### config.mk
export PLATFORM = sky130hd
export DESIGN_NAME = edo_dram_ctrl
export DESIGN_NICKNAME = d
export VERILOG_FILES = /design/src/rtl/edo_dram_ctrl.sv
export SDC_FILE = /design/constraint.sdc
export NUM_CORES = 1
export LEC_CHECK = 0
export CAP_MARGIN = 40
export CELL_PAD_IN_SITES_DETAIL_PLACEMENT = 0
export CELL_PAD_IN_SITES_GLOBAL_PLACEMENT = 2
export CORE_ASPECT_RATIO = 0.6
export CORE_MARGIN = 1
export CORE_UTILIZATION = 37
export CTS_BUF_LIST = sky130_fd_sc_hd__clkbuf_8
export CTS_CLUSTER_DIAMETER = 40
export DETAILED_ROUTE_END_ITERATION = 16
export MAX_ROUTING_LAYER = met4
export PLACE_DENSITY_LB_ADDON = 0.1
export SLEW_MARGIN = 15
export SYNTH_ARGS = -nofsm -noshare
export SYNTH_HDL_FRONTEND = slang
export SYNTH_SLANG_ARGS = --single-unit
### constraint.sdc
create_clock -name clk -period 10.85 [get_ports clk]
set_input_delay 2.17 -clock clk [delete_from_list [all_inputs] [get_ports clk]]
set_output_delay 2.17 -clock clk [all_outputs]
set_load 0.05 [all_outputs]
### src/rtl/edo_dram_ctrl.sv
module edo_dram_ctrl #(
  parameter int CLK_PERIOD_NS = 8,
  parameter int ADDR_W        = 11,
  parameter int DQ_W          = 4,
  parameter int T_RC_NS       = 84,
  parameter int T_RP_NS       = 30,
  parameter int T_RAS_NS      = 50,
  parameter int T_RASP_NS     = 100000,
  parameter int T_CAS_NS      = 8,
  parameter int T_CP_NS       = 8,
  parameter int T_PC_NS       = 20,
  parameter int T_RAH_NS      = 8,
  parameter int T_RCD_NS      = 12,
  parameter int T_RAC_NS      = 50,
  parameter int T_CAC_NS      = 14,
  parameter int T_AA_NS       = 25,
  parameter int T_DH_NS       = 8
) (
  input  logic                clk,
  input  logic                rst_n,
  input  logic                req_valid,
  output logic                req_ready,
  input  logic                req_write,
  input  logic [2*ADDR_W-1:0] req_addr,
  input  logic [DQ_W-1:0]     req_wdata,
  output logic                rsp_valid,
  output logic [DQ_W-1:0]     rsp_rdata,
  output logic                dram_ras_n,
  output logic                dram_cas_n,
  output logic                dram_we_n,
  output logic                dram_oe_n,
  output logic [ADDR_W-1:0]   dram_addr,
  output logic [DQ_W-1:0]     dram_dq_out,
  output logic                dram_dq_oe,
  input  logic [DQ_W-1:0]     dram_dq_in
);

  function automatic int ns2cyc(input int ns);
    int c;
    c = (ns + CLK_PERIOD_NS - 1) / CLK_PERIOD_NS;
    return (c < 1) ? 1 : c;
  endfunction

  function automatic int imax(input int a, input int b);
    return (a > b) ? a : b;
  endfunction

  localparam int N_RC      = ns2cyc(T_RC_NS);
  localparam int N_RP      = ns2cyc(T_RP_NS);
  localparam int N_RAS     = ns2cyc(T_RAS_NS);
  localparam int N_RASP    = ns2cyc(T_RASP_NS);
  localparam int N_CAS     = ns2cyc(T_CAS_NS);
  localparam int N_CP      = ns2cyc(T_CP_NS);
  localparam int N_PC      = ns2cyc(T_PC_NS);
  localparam int N_RAH     = ns2cyc(T_RAH_NS);
  localparam int N_RCD     = ns2cyc(T_RCD_NS);
  localparam int N_RAC     = ns2cyc(T_RAC_NS);
  localparam int N_CAC     = ns2cyc(T_CAC_NS);
  localparam int N_AA      = ns2cyc(T_AA_NS);
  localparam int N_DH      = ns2cyc(T_DH_NS);
  localparam int N_COL     = imax(1, N_RCD - N_RAH);
  localparam int WR_LEN    = imax(N_CAS, N_DH);
  localparam int RD_MAX    = imax(imax(N_CAC, N_AA), imax(N_RAC, N_CAS));
  localparam int PAGE_SPAN = RD_MAX + imax(N_CP, N_PC) + 4;
  localparam int CW        = $clog2(N_RASP + 1) + 1;
  localparam logic [CW-1:0] AGE_MAX   = '1;
  localparam logic [CW-1:0] PAGE_LIM  = CW'(N_RASP - PAGE_SPAN);

  typedef enum logic [3:0] {
    S_IDLE, S_ROW, S_ACT, S_COL, S_CASL, S_CAP, S_CASH, S_HOLD, S_PRE
  } state_t;

  state_t              st;
  logic [CW-1:0]       cnt, age, cash_q;
  logic [ADDR_W-1:0]   row_q, col_q;
  logic                wr_q;
  logic [DQ_W-1:0]     wd_q;
  int                  rd_len, low_len, cash_len, pre_tot, pre_len;

  wire [ADDR_W-1:0] req_row = req_addr[2*ADDR_W-1:ADDR_W];
  wire [ADDR_W-1:0] req_col = req_addr[ADDR_W-1:0];
  wire page_rdy = (st == S_CASH) && (cnt == '0) && (req_row == row_q) && (age < PAGE_LIM);
  wire take     = req_valid && req_ready;
  wire ras_low  = st inside {S_ACT, S_COL, S_CASL, S_CAP, S_CASH, S_HOLD};
  wire wr_phase = wr_q && (st inside {S_COL, S_CASL});

  assign req_ready   = (st == S_IDLE) || page_rdy;
  assign dram_ras_n  = !ras_low;
  assign dram_cas_n  = !(st inside {S_CASL, S_CAP});
  assign dram_we_n   = !wr_phase;
  assign dram_oe_n   = !(!wr_q && (st inside {S_CASL, S_CAP}));
  assign dram_dq_oe  = wr_phase;
  assign dram_dq_out = wd_q;
  assign dram_addr   = (st inside {S_IDLE, S_ROW, S_ACT}) ? row_q : col_q;

  always_comb begin
    rd_len   = imax(imax(N_CAC, N_AA), imax(N_RAC - (int'(age) + 1), N_CAS));
    low_len  = wr_q ? WR_LEN : rd_len;
    cash_len = imax(N_CP, N_PC - (low_len + (wr_q ? 0 : 1)));
    pre_tot  = imax(N_RP, N_RC - (int'(age) + 1));
    pre_len  = (pre_tot > 3) ? pre_tot - 3 : 0;
  end

  always_ff @(posedge clk or negedge rst_n) begin
    if (!rst_n) begin
      st        <= S_IDLE;
      cnt       <= '0;
      age       <= '0;
      cash_q    <= '0;
      row_q     <= '0;
      col_q     <= '0;
      wr_q      <= 1'b0;
      wd_q      <= '0;
      rsp_valid <= 1'b0;
      rsp_rdata <= '0;
    end else begin
      rsp_valid <= (st == S_CAP);
      if (st == S_CAP) rsp_rdata <= dram_dq_in;
      if (st == S_ROW) age <= '0;
      else if (ras_low && age != AGE_MAX) age <= age + 1'b1;
      if (take) begin
        row_q <= req_row;
        col_q <= req_col;
        wr_q  <= req_write;
        wd_q  <= req_wdata;
      end
      case (st)
        S_IDLE: if (take) st <= S_ROW;
        S_ROW: begin
          st  <= S_ACT;
          cnt <= CW'(N_RAH - 1);
        end
        S_ACT:
          if (cnt == '0) begin
            st  <= S_COL;
            cnt <= CW'(N_COL - 1);
          end else cnt <= cnt - 1'b1;
        S_COL:
          if (cnt == '0) begin
            st     <= S_CASL;
            cnt    <= CW'(low_len - 1);
            cash_q <= CW'(cash_len - 1);
          end else cnt <= cnt - 1'b1;
        S_CASL:
          if (cnt == '0) begin
            if (wr_q) begin
              st  <= S_CASH;
              cnt <= cash_q;
            end else st <= S_CAP;
          end else cnt <= cnt - 1'b1;
        S_CAP: begin
          st  <= S_CASH;
          cnt <= cash_q;
        end
        S_CASH:
          if (cnt != '0) cnt <= cnt - 1'b1;
          else if (take) begin
            st  <= S_COL;
            cnt <= '0;
          end else st <= S_HOLD;
        S_HOLD:
          if (age >= CW'(N_RAS - 1)) begin
            st  <= S_PRE;
            cnt <= CW'(pre_len);
          end
        S_PRE: if (cnt == '0) st <= S_IDLE; else cnt <= cnt - 1'b1;
        default: st <= S_IDLE;
      endcase
    end
  end

  a_r2_row_stable_at_ras: assert property (@(posedge clk) disable iff (!rst_n)
    $fell(dram_ras_n) |-> $stable(dram_addr));
  a_r2_col_stable_at_cas: assert property (@(posedge clk) disable iff (!rst_n)
    $fell(dram_cas_n) |-> $stable(dram_addr));
  a_r3_early_write: assert property (@(posedge clk) disable iff (!rst_n)
    ($fell(dram_cas_n) && !dram_we_n) |-> ($past(!dram_we_n) && $past(dram_dq_oe)));
  a_r3_oe_off_in_write: assert property (@(posedge clk) disable iff (!rst_n)
    !dram_we_n |-> dram_oe_n);
  a_r4_single_pulse: assert property (@(posedge clk) disable iff (!rst_n)
    rsp_valid |=> !rsp_valid);
  a_r5_ras_min_low: assert property (@(posedge clk) disable iff (!rst_n)
    $rose(dram_ras_n) |-> $past(age) >= CW'(N_RAS - 1));
  a_r7_cas_inside_ras: assert property (@(posedge clk) disable iff (!rst_n)
    !dram_cas_n |-> !dram_ras_n);
  a_r9_precharged_ready: assert property (@(posedge clk) disable iff (!rst_n)
    (req_ready && dram_ras_n) |-> (dram_cas_n && dram_we_n && dram_oe_n && !dram_dq_oe));
  a_r10_rasp_limit: assert property (@(posedge clk) disable iff (!rst_n)
    !dram_ras_n |-> age < CW'(N_RASP));
  a_r11_no_contention: assert property (@(posedge clk) disable iff (!rst_n)
    dram_dq_oe |-> dram_oe_n);

endmodule

==> results.sh <==
export IMPL_grt_usage_pct=27.18
export IMPL_cts_buffers_inserted=9
export IMPL_drtIter0Drc=929
export IMPL_netlist_instances=1169
export IMPL_fin_crit_sh_pct=91.93
export IMPL_crit_path_end="cash_q[10]$_DFFE_PN0P_"
export IMPL_grt_overflow=0
export IMPL_synth_edf_count=0
export IMPL_antenna_found_initial=0
export IMPL_drive_gt1_share_pct=9.098
export IMPL_final_area_um2=10260
export IMPL_coreArea_um2=24170
export IMPL_place_congestion=0.9521
export IMPL_cts_tree="built"
export IMPL_clockRootBuffer="clkbuf_8"
export IMPL_r2r_start="age[1]$_DFFE_PN0P_"
export IMPL_clk_latency_ns=0.40
export IMPL_final_max_slew_viol_count=0
export IMPL_hold_ws_ns=0.5066
export IMPL_via_per_inst=5.813
export IMPL_critPathCaptureType="register"
export IMPL_pin_count=60
export IMPL_dpl_hpwl_um=26140
export IMPL_setup_slack_ns=0.8752
export IMPL_skew_ns=0.01827
export IMPL_worst_pin_slew_ns=0.8300
export IMPL_status="finished, final reports clean"
export IMPL_finalSetupViolations=0
export IMPL_crit_start="age[1]$_DFFE_PN0P_"
export IMPL_final_common_cell="nand2_1"
export IMPL_cts_sinks=81
export IMPL_timing_setup_tns_ns=0
export IMPL_hold_viol=0
export IMPL_grt_pass1_wl_um=49870
export IMPL_num_rows=44
export IMPL_syn_avg_cell_area_um2=7.793
export IMPL_r2r_end="cash_q[10]$_DFFE_PN0P_"
export IMPL_min_path_type="reg -> reg"
export IMPL_dr_pass1_iters=6
export IMPL_crit_top_cell="ha_1"
export IMPL_path_max_fanout=15
export IMPL_crit_arrival_ns=10.25
export IMPL_maxCapViolCount=0
export IMPL_dieArea_um2=25270
export IMPL_crit_type="reg -> reg"
export IMPL_cts_hold_buf=0
export IMPL_required_ns=11.12
export IMPL_vias=8899
export IMPL_io_buffer_count=59
export IMPL_synth_top_cell_area_share_pct=22.25
export IMPL_num_nets_final=1298
export IMPL_grt_pass1_vias=8016
export IMPL_yosys_most_used_dff="dfrtp_1"
export IMPL_crit_slowest_cell="or4_1"
export IMPL_start_util_pct=37.69
export IMPL_synth_area_um2=9110
export IMPL_critical_path_max_stage_delay_ns=0.76
export IMPL_synthTopCellsByArea="dfrtp_1 (22%), ha_1 (8.0%), xnor2_1 (6.7%), nand2_1 (5.5%), mux2_2 (5.3%)"
export IMPL_ys_ff_latch=81
export IMPL_yosysWarnings=0
export IMPL_htree_num_levels=3
export IMPL_syn_to_final_growth_pct=12.61
export IMPL_yosysTopAreaCell="dfrtp_1"
export IMPL_dp_slack_ns=0.8556
export IMPL_max_clock_path_buffers=2
export IMPL_synth_distinct_cells=84
export IMPL_ant_nets=0
export IMPL_ys_seq_area_share_pct=22.25
export IMPL_period_needed_ns=9.975
export IMPL_relSlewSlack_pct=44.46
export IMPL_clkSlewWorstSetupHoldPaths_ns=0.09
export IMPL_r2r_cells=36
export IMPL_grt_max_degree=53
export IMPL_grt_setup_unrepaired="false"
export IMPL_n_antenna_cell=0
export IMPL_synth_net_count=1262
export IMPL_async_reset_ff_share_pct=100.0
export IMPL_critPathLaunchType="register"
export IMPL_fmax_mhz=100.3
export IMPL_final_cell_mix="nand2_1 (133), nor2_1 (84), dfrtp_1 (81)"
export IMPL_placed_cell_area_um2=10020
export IMPL_die_h_um=123.5
export IMPL_wire_per_inst_um=21.07
export IMPL_drt_total_wl_um=32260
export IMPL_rrSetupSlack_ns=0.88
export IMPL_die_x_um=204.6
export IMPL_drc=0
## cell usage after synthesis (18+ instances only)
master,instances
nor3_1,38
nand2_1,133
nor4_1,22
clkbuf_1,40
xnor2_1,70
inv_1,61
a21oi_1,63
xor2_1,31
a31oi_1,18
nand3_1,44
dfrtp_1,81
ha_1,58
o21ai_0,74
mux2_2,43
nor2b_1,18
nor2_1,84
## state kept, by name, summed over array words and instances (netlist names)
| name | cells |
|---|---|
| st | 4 |
| row_q | 11 |
| col_q | 11 |
| age | 15 |
| dram_dq_out | 4 |
| cnt | 15 |
| wr_q | 1 |
| rsp_valid | 1 |
| rsp_rdata | 4 |
| cash_q | 15 |
## critical path: cells and delay by family, from the launching register on
family / cells / cell delay, ns
buffers and inverters: 2 / 0.35
AND/OR/NAND/NOR: 18 / 5.09
AO/OA/AOI/OAI: 8 / 1.50
adder cells (fa/ha/maj): 5 / 1.78
XOR/XNOR: 3 / 0.43
flip-flops: 1 / 0.65
## stage by stage
| stage | util (%) | instances |
|---|---|---|
| 2_1_floorplan | - | 1169 |
| 3_3_place_gp | 41.28 | 1507 |
| 3_5_place_dp | 41.47 | 1514 |
| 4_1_cts | 42.34 | 1529 |
| 5_1_grt | 42.45 | 1531 |
| 6_report | 42.45 | 1531 |
## routing by layer
layer | global-route usage, % | up-vias | wire length, µm
met5 | - | - | 0
met4 | 4.104 | 0 | 221
met3 | 6.431 | 18 | 2328
met2 | 32.39 | 281 | 11580
met1 | 44.00 | 4288 | 18130
li1 | - | 4312 | -
## cells by family (layout without fill, tap and decap cells)
family | after synthesis | in the layout | share of synthesized area (%)
AO/OA/AOI/OAI | 298 | 298 | 22.28
XOR/XNOR | 103 | 103 | 10.20
AND/OR/NAND/NOR | 451 | 451 | 24.94
buffers and inverters | 122 | 162 | 5.507
adder cells (fa/ha/maj) | 59 | 59 | 8.186
flip-flops | 81 | 81 | 22.25
multiplexers | 55 | 55 | 6.634
## worst min-delay path by stage
stage	startpoint	slack, ns	cells past startpoint	end
floorplan	cash_q[11]$_DFFE_PN0P_	0.45	2	cash_q[11]$_DFFE_PN0P_
global placement	col_q[8]$_DFFE_PN0P_	0.49	1	col_q[8]$_DFFE_PN0P_
detailed placement	col_q[3]$_DFFE_PN0P_	0.49	1	col_q[3]$_DFFE_PN0P_
CTS	col_q[1]$_DFFE_PN0P_	0.51	1	col_q[1]$_DFFE_PN0P_
global route	col_q[1]$_DFFE_PN0P_	0.52	1	col_q[1]$_DFFE_PN0P_
finish	col_q[1]$_DFFE_PN0P_	0.51	1	col_q[1]$_DFFE_PN0P_
## cell type report
| class | instances | area (µm²) |
|---|---|---|
| fill | 2483 | 13910 |
| multi-input combinational | 966 | 6605 |
| sequential | 81 | 2027 |
| timing repair buffer | 86 | 785.8 |
| tap | 322 | 402.9 |
| inverter | 61 | 229.0 |
| clock buffer | 9 | 123.9 |
| clock inverter | 6 | 85.08 |
## what timing repair did
action,in CTS,in global routing
gates resized for setup,0,2
setup buffers,0,0
endpoints found under the setup margin,0,4
Power is left out: the tool's default activity adds up to more than one toggle a clock period on the data nets, which glitch-free logic cannot reach.
